## src/rtl/mpuart_pkg.sv

```systemverilog
package mpuart_pkg;

   typedef enum logic [1:0] {
      MODE_8_EXT  = 2'b00,
      MODE_9_EXT  = 2'b01,
      MODE_9_FIX  = 2'b10,
      MODE_9_EXT2 = 2'b11
   } mode_e;

   typedef enum logic [2:0] {
      RX_IDLE,
      RX_START,
      RX_DATA,
      RX_STOP,
      RX_WAITHI
   } rx_state_e;

   function automatic logic mode_has_bit9(input logic [1:0] m);
      return m != MODE_8_EXT;
   endfunction

   function automatic logic mode_is_fixed(input logic [1:0] m);
      return m == MODE_9_FIX;
   endfunction

endpackage

```

## src/rtl/mpuart_baud.sv

```systemverilog
module mpuart_baud #(
   parameter int OVS           = 16,
   parameter int FAST_BIT_CLKS = 32,
   parameter int SLOW_BIT_CLKS = 64
) (
   input  logic clk,
   input  logic rst_n,
   input  logic fixed_sel,
   input  logic rate_dbl,
   input  logic ext_tick,
   output logic tick
);
   localparam int FAST_DIV = FAST_BIT_CLKS / OVS;
   localparam int SLOW_DIV = SLOW_BIT_CLKS / OVS;
   localparam int CW       = $clog2(SLOW_DIV + 1);

   logic [CW-1:0] div_cnt;
   logic [CW-1:0] div_lim;
   logic          fix_tick;

   assign div_lim  = rate_dbl ? CW'(FAST_DIV - 1) : CW'(SLOW_DIV - 1);
   assign fix_tick = fixed_sel && (div_cnt >= div_lim);

   always_ff @(posedge clk or negedge rst_n) begin
      if (!rst_n) begin
         div_cnt <= '0;
      end else if (!fixed_sel || fix_tick) begin
         div_cnt <= '0;
      end else begin
         div_cnt <= div_cnt + 1'b1;
      end
   end

   assign tick = fixed_sel ? fix_tick : ext_tick;

endmodule

```

## src/rtl/mpuart_tx.sv

```systemverilog
module mpuart_tx #(
   parameter int OVS = 16,
   parameter int DW  = 8
) (
   input  logic          clk,
   input  logic          rst_n,
   input  logic          tick,
   input  logic          load,
   input  logic [DW-1:0] data,
   input  logic          bit9,
   input  logic          nine,
   input  logic          two_stop,
   output logic          txd,
   output logic          busy
);
   localparam int FW  = DW + 4;
   localparam int TCW = $clog2(OVS);
   localparam int BCW = $clog2(FW + 1);

   logic [FW-1:0]  frame;
   logic [BCW-1:0] nbits;
   logic [FW-1:0]  sreg;
   logic [TCW-1:0] tcnt;
   logic [BCW-1:0] bleft;

   always_comb begin
      frame         = '1;
      frame[0]      = 1'b0;
      frame[DW:1]   = data;
      if (nine) begin
         frame[DW+1] = bit9;
      end
      nbits = BCW'(DW + 2) + BCW'(nine) + BCW'(two_stop);
   end

   always_ff @(posedge clk or negedge rst_n) begin
      if (!rst_n) begin
         busy  <= 1'b0;
         sreg  <= '1;
         tcnt  <= '0;
         bleft <= '0;
      end else if (!busy) begin
         if (load) begin
            busy  <= 1'b1;
            sreg  <= frame;
            bleft <= nbits;
            tcnt  <= '0;
         end
      end else if (tick) begin
         if (tcnt == TCW'(OVS - 1)) begin
            tcnt  <= '0;
            sreg  <= {1'b1, sreg[FW-1:1]};
            bleft <= bleft - 1'b1;
            if (bleft == BCW'(1)) begin
               busy <= 1'b0;
            end
         end else begin
            tcnt <= tcnt + 1'b1;
         end
      end
   end

   assign txd = sreg[0];

endmodule

```

## src/rtl/mpuart_rx.sv

```systemverilog
module mpuart_rx
   import mpuart_pkg::*;
#(
   parameter int OVS  = 16,
   parameter int DW   = 8,
   parameter int SYNC = 2
) (
   input  logic          clk,
   input  logic          rst_n,
   input  logic          tick,
   input  logic          rxd,
   input  logic          nine_sel,
   input  logic          mp_en,
   input  logic          ack,
   output logic [DW-1:0] data,
   output logic          bit9,
   output logic          done,
   output logic          ferr,
   output logic          ovr,
   output logic          frame_nine
);
   localparam int TCW  = $clog2(OVS);
   localparam int BW   = $clog2(DW + 1);
   localparam int HALF = OVS / 2 - 1;

   logic            rx_s;
   rx_state_e       state;
   logic [TCW-1:0]  tcnt;
   logic [BW-1:0]   bidx;
   logic [DW:0]     shreg;
   logic            nine_q;
   logic            fin;
   logic            keep;
   logic            done_eff;
   logic [DW-1:0]   cap_data;

   generate
      if (SYNC == 1) begin : g_sync1
         logic s_q;
         always_ff @(posedge clk or negedge rst_n) begin
            if (!rst_n) s_q <= 1'b1;
            else        s_q <= rxd;
         end
         assign rx_s = s_q;
      end else begin : g_syncn
         logic [SYNC-1:0] s_q;
         always_ff @(posedge clk or negedge rst_n) begin
            if (!rst_n) s_q <= '1;
            else        s_q <= {s_q[SYNC-2:0], rxd};
         end
         assign rx_s = s_q[SYNC-1];
      end
   endgenerate

   assign fin      = (state == RX_STOP) && tick && (tcnt == TCW'(OVS - 1));
   assign keep     = !(nine_q && mp_en && !shreg[DW]);
   assign done_eff = done && !ack;
   assign cap_data = nine_q ? shreg[DW-1:0] : shreg[DW:1];

   always_ff @(posedge clk or negedge rst_n) begin
      if (!rst_n) begin
         state  <= RX_IDLE;
         tcnt   <= '0;
         bidx   <= '0;
         shreg  <= '0;
         nine_q <= 1'b0;
      end else begin
         case (state)
            RX_IDLE: begin
               if (tick && !rx_s) begin
                  state <= RX_START;
                  tcnt  <= '0;
               end
            end
            RX_START: begin
               if (tick) begin
                  if (tcnt == TCW'(HALF)) begin
                     tcnt <= '0;
                     if (!rx_s) begin
                        state  <= RX_DATA;
                        bidx   <= '0;
                        nine_q <= nine_sel;
                     end else begin
                        state <= RX_IDLE;
                     end
                  end else begin
                     tcnt <= tcnt + 1'b1;
                  end
               end
            end
            RX_DATA: begin
               if (tick) begin
                  if (tcnt == TCW'(OVS - 1)) begin
                     tcnt  <= '0;
                     shreg <= {rx_s, shreg[DW:1]};
                     bidx  <= bidx + 1'b1;
                     if (bidx == (nine_q ? BW'(DW) : BW'(DW - 1))) begin
                        state <= RX_STOP;
                     end
                  end else begin
                     tcnt <= tcnt + 1'b1;
                  end
               end
            end
            RX_STOP: begin
               if (tick) begin
                  if (tcnt == TCW'(OVS - 1)) begin
                     tcnt  <= '0;
                     state <= rx_s ? RX_IDLE : RX_WAITHI;
                  end else begin
                     tcnt <= tcnt + 1'b1;
                  end
               end
            end
            RX_WAITHI: begin
               if (rx_s) begin
                  state <= RX_IDLE;
               end
            end
            default: state <= RX_IDLE;
         endcase
      end
   end

   always_ff @(posedge clk or negedge rst_n) begin
      if (!rst_n) begin
         data <= '0;
         bit9 <= 1'b0;
         done <= 1'b0;
         ferr <= 1'b0;
         ovr  <= 1'b0;
      end else begin
         if (ack) begin
            done <= 1'b0;
            ovr  <= 1'b0;
         end
         if (fin && keep) begin
            if (done_eff) begin
               ovr <= 1'b1;
            end else begin
               data <= cap_data;
               bit9 <= nine_q & shreg[DW];
               ferr <= !rx_s;
               done <= 1'b1;
            end
         end
      end
   end

   assign frame_nine = nine_q;

endmodule

```

## src/rtl/mpuart.sv

```systemverilog
module mpuart
   import mpuart_pkg::*;
#(
   parameter int OVS           = 16,
   parameter int DW            = 8,
   parameter int FAST_BIT_CLKS = 32,
   parameter int SLOW_BIT_CLKS = 64,
   parameter int SYNC_STAGES   = 2
) (
   input  logic          clk,
   input  logic          rst_n,
   input  logic [1:0]    mode_sel,
   input  logic          rate_dbl,
   input  logic          two_stop,
   input  logic          mp_en,
   input  logic          tick16_i,
   input  logic [DW-1:0] tx_data,
   input  logic          tx_bit9,
   input  logic          tx_load,
   output logic          tx_busy,
   output logic          txd,
   input  logic          rxd,
   output logic [DW-1:0] rx_data,
   output logic          rx_bit9,
   output logic          rx_done,
   input  logic          rx_ack,
   output logic          rx_ferr,
   output logic          rx_ovr
);
   generate
      if (OVS < 4 || (OVS & (OVS - 1)) != 0) begin : g_bad_ovs
         $error("OVS must be a power of two, at least 4");
      end
      if (FAST_BIT_CLKS % OVS != 0 || SLOW_BIT_CLKS % OVS != 0) begin : g_bad_div
         $error("fixed bit lengths must be multiples of OVS");
      end
      if (FAST_BIT_CLKS > SLOW_BIT_CLKS) begin : g_bad_order
         $error("fast fixed bit must not be longer than slow fixed bit");
      end
      if (DW < 2) begin : g_bad_dw
         $error("DW must be at least 2");
      end
      if (SYNC_STAGES < 1) begin : g_bad_sync
         $error("SYNC_STAGES must be at least 1");
      end
   endgenerate

   logic tick;
   logic rx_nine_w;
   logic nine_sel;

   assign nine_sel = mode_has_bit9(mode_sel);

   mpuart_baud #(
      .OVS          (OVS),
      .FAST_BIT_CLKS(FAST_BIT_CLKS),
      .SLOW_BIT_CLKS(SLOW_BIT_CLKS)
   ) u_baud (
      .clk      (clk),
      .rst_n    (rst_n),
      .fixed_sel(mode_is_fixed(mode_sel)),
      .rate_dbl (rate_dbl),
      .ext_tick (tick16_i),
      .tick     (tick)
   );

   mpuart_tx #(
      .OVS(OVS),
      .DW (DW)
   ) u_tx (
      .clk     (clk),
      .rst_n   (rst_n),
      .tick    (tick),
      .load    (tx_load),
      .data    (tx_data),
      .bit9    (tx_bit9),
      .nine    (nine_sel),
      .two_stop(two_stop),
      .txd     (txd),
      .busy    (tx_busy)
   );

   mpuart_rx #(
      .OVS (OVS),
      .DW  (DW),
      .SYNC(SYNC_STAGES)
   ) u_rx (
      .clk       (clk),
      .rst_n     (rst_n),
      .tick      (tick),
      .rxd       (rxd),
      .nine_sel  (nine_sel),
      .mp_en     (mp_en),
      .ack       (rx_ack),
      .data      (rx_data),
      .bit9      (rx_bit9),
      .done      (rx_done),
      .ferr      (rx_ferr),
      .ovr       (rx_ovr),
      .frame_nine(rx_nine_w)
   );

endmodule

```

## config.mk

```make
export PLATFORM = sky130hd
export DESIGN_NAME = mpuart
export DESIGN_NICKNAME = d
export VERILOG_FILES = /design/src/rtl/mpuart_pkg.sv /design/src/rtl/mpuart_baud.sv /design/src/rtl/mpuart_tx.sv /design/src/rtl/mpuart_rx.sv /design/src/rtl/mpuart.sv
export SDC_FILE = /design/constraint.sdc
export NUM_CORES = 1
export LEC_CHECK = 0
export BUFFER_PORTS_ARGS = -buffer_cell sky130_fd_sc_hd__buf_2
export CORE_MARGIN = 3
export CORE_UTILIZATION = 35
export CTS_CLUSTER_SIZE = 30
export DETAILED_ROUTE_END_ITERATION = 7
export SLEW_MARGIN = 20
export SYNTH_ARGS = -nofsm -noshare
export SYNTH_HDL_FRONTEND = slang
export SYNTH_SLANG_ARGS = --single-unit
export TNS_END_PERCENT = 20
```

## constraint.sdc

```tcl
create_clock -name clk -period 2.1 [get_ports clk]
set_input_delay 0.21 -clock clk [delete_from_list [all_inputs] [get_ports clk]]
set_output_delay 0.21 -clock clk [all_outputs]
set_load 0.005 [all_outputs]
```

==> flow_metrics.py <==
metrics = {
    "synthesis": {
        "ys.flop_type": "dfrtp_1",
        "synth_nets": 293,
        "synth-async-reset-ratio_pct": 100,
        "yosys_register_bits": 57,
        "ys_seq_area_share_pct": 49.3,
        "netlist_area_um2": 2920,
        "ys_warn_count": 0,
        "synth.distinct_cells": 52,
        "synth_area_per_cell_um2": 11.0,
        "synth_edf_count": 0,
        "netlist_instances": 265,
    },
    "placement": {
        "dp_slack_ns": -0.000337,
        "place_area_um2": 3310,
        "hpwl_um": 4070,
        "place_congestion": 0.820,
        "port_buffers": 33,
    },
    "clock_tree": {
        "cts_tree": "done",
        "root_buffer": "clkbuf_8",
        "clkSinkCount": 57,
        "ctsHtreeMaxLevel": 3,
        "clk_pin_slew_worst_paths_ns": 0.07,
        "cts_buffer_depth": 2,
        "numCtsBuffers": 9,
        "clk_latency_ns": 0.34,
    },
    "floorplanning": {
        "die_area_um2": 9480,
        "die_width_um": 97.4,
        "rows": 32,
        "initial_core_util_pct": 36.9,
        "fp.dieH_um": 97.4,
        "core_um2": 7930,
        "ios": 34,
    },
    "global_routing": {
        "grt_usage_pct": 12.6,
        "grt_max_degree": 58,
        "antenna_found_initial": 0,
        "grt_pass1_vias": 2075,
        "grt_first_pass_wirelength_um": 9780,
        "gr-total-overflow": 0,
    },
    "drt": {
        "vias": 2112,
        "routed_wl_um": 5770,
        "dr.pass1.iters": 4,
        "viasPerCell": 4.96,
        "postRouteAntennaNets": 0,
        "drc": 0,
        "drt-wirelength-per-cell_um": 13.6,
        "first_iter_violations": 152,
    },
    "sta": {
        "period_needed_ns": 2.00,
        "rsz0062_at_grt": "false",
        "relSlewSlack_pct": 74.3,
        "clock_skew_ns": 0.0157,
        "setup-tns-final_ns": 0,
        "fin_crit_sh_pct": 95.4,
        "finalHoldViolCount": 0,
        "max_clock_freq_mhz": 499,
        "drv_slew": 0,
        "setup_viol": 0,
        "max_slew.worst_pin.slew_ns": 0.385,
        "setup_ws_ns": 0.0958,
    },
    "finish": {
        "layout_common_cells": "45 x dfrtp_1, 33 x buf_2, 25 x nor2_1, 25 x mux2_2, 22 x nand2_1",
        "syn2layout_area_growth_pct": 22.1,
        "n_fill_cell": 760,
        "fin_area_um2": 3570,
        "fin_util_pct": 45.0,
        "n_antenna_cell": 0,
        "layout_commonest_cell": "dfrtp_1",
        "drive_above_1_share_pct": 35.8,
        "fin_nets": 347,
    },
    "power": {
        "powerDensity_nw_per_um2": 1100,
        "power_w": 0.00393,
        "leakage_nw": 1.76,
        "peakVddDrop_mv": 0.479,
    },
    "critical_path": {
        "required_ns": 2.31,
        "end_kind": "flip-flop",
        "critPathKind": "reg2reg",
        "cp.arrival_ns": 2.21,
        "cp-start-kind": "flip-flop",
        "crit_fanout": 3,
    },
    "hold_path": {
        "hold_class": "in2reg",
    },
    "outcome": {
        "status": "finished, final reports clean",
    },
    "flow_run": {
        "max_cap_viol_count": 0,
    },
}
## sequential cells by signal, indices dropped and copies added, names as in the netlist, 4 cells and up
register / count
u_rx.bidx: 4
u_rx.data: 8
u_rx.shreg: 9
u_rx.tcnt: 4
u_tx.bleft: 4
u_tx.sreg: 10
u_tx.tcnt: 4
## cell usage after synthesis, types with 2 or more instances
cell type   n  area, um^2
a32o_1      2        20.0
o21ai_0    14        70.1
buf_2       6        30.0
ha_1        8         100
nand2b_1    4        25.0
nand3_1     6        30.0
xor2_1      3        26.3
o21ai_1     2        10.0
nor2_1     25        93.8
a22o_1      2        17.5
nor3_1      4        20.0
inv_1      14        52.6
mux2_2     25         282
a21oi_1    14        70.1
a21o_1      3        22.5
and3_1      4        25.0
nand4_1     2        12.5
dfstp_2    12         315
a31oi_1     2        12.5
mux2i_1    13         130
a22oi_1     2        15.0
nand3b_1    2        15.0
dfrtp_1    45        1130
nand2_1    22        82.6
nor2b_1     2        12.5
## metrics by stage
stage	instances	hold slack (ns)
after floorplan	265	-0.0856
after global placement	407	0.239
after detailed placement	407	0.235
after CTS	426	0.0622
after global routing	426	0.0926
final	426	0.0719
## critical path, cell delays in order (launching register included)
cell and delay [ns]:
dfrtp_1 0.38, ha_1 0.23, or4b_4 0.53, o22ai_2 0.15, o21ai_0 0.11, o2111a_1 0.17, mux2_4 0.31
## per-layer routing
layer	global-route usage (%)	part of all wire, %	up-vias
li1	-	-	1056
met1	17.1	49	1012
met2	19.3	46	33
met3	2.51	2.7	11
met4	6.07	1.9	0
met5	0	0	-
## timing repair
action / 4_1_cts / 5_1_grt
endpoints found under the setup margin: 1 / 8
buffers inserted: 1 / 0
resized for setup: 0 / 4
pin swaps: 0 / 1
hold buffers: 2 / 0
endpoints found under the hold margin: 46 / 0
## area by class of cell
class	instances	area [um^2]	share of cell area, %
clock buffers	11	141	3.96
clock inverters	5	55.1	1.54
flip-flops and latches	57	1440	40.4
well taps	102	128	3.58
inverters	14	52.6	1.47
multi-input cells	186	1410	39.5
repair buffers	51	343	9.60
## cell families after synthesis
| logic type | after synthesis | share of synthesized area [%] |
|---|---|---|
| AOI/OAI and AO/OA | 55 | 14.3 |
| buffers and inverters | 22 | 3.12 |
| xor gates and xnor gates | 4 | 1.20 |
| DFF | 57 | 49.3 |
| muxes | 39 | 14.6 |
| adders and majority gates | 8 | 3.42 |
| and+or+nand+nor | 80 | 14.0 |
## worst paths after layout
| kind | startpoint | endpoint | slack, ns | cells past startpoint |
|---|---|---|---|---|
| hold / removal | rx_ack | u_rx.done | 0.07 | 2 |
| setup reg to reg | u_baud.div_cnt[1] | u_rx.state[0] | 0.1 | 6 |
| min in group asynchronous | rst_n | u_tx.tcnt[3] | 0.39 | 3 |
| hold reg to reg | u_rx.g_syncn.s_q[0] | u_rx.g_syncn.s_q[1] | 0.37 | 0 |
| setup / recovery | u_baud.div_cnt[1] | u_rx.state[0] | 0.1 | 6 |
| max in group asynchronous | rst_n | u_tx.sreg[3] | 1.39 | 3 |
## power breakdown
group,internal (W),switching [W]
Sequential,0.00147,0.000279
Combinational,0.000585,0.000565
Clock,0.000576,0.000453
Total,0.00263,0.00130
No activity file was read; power rests on OpenSTA's default activity.
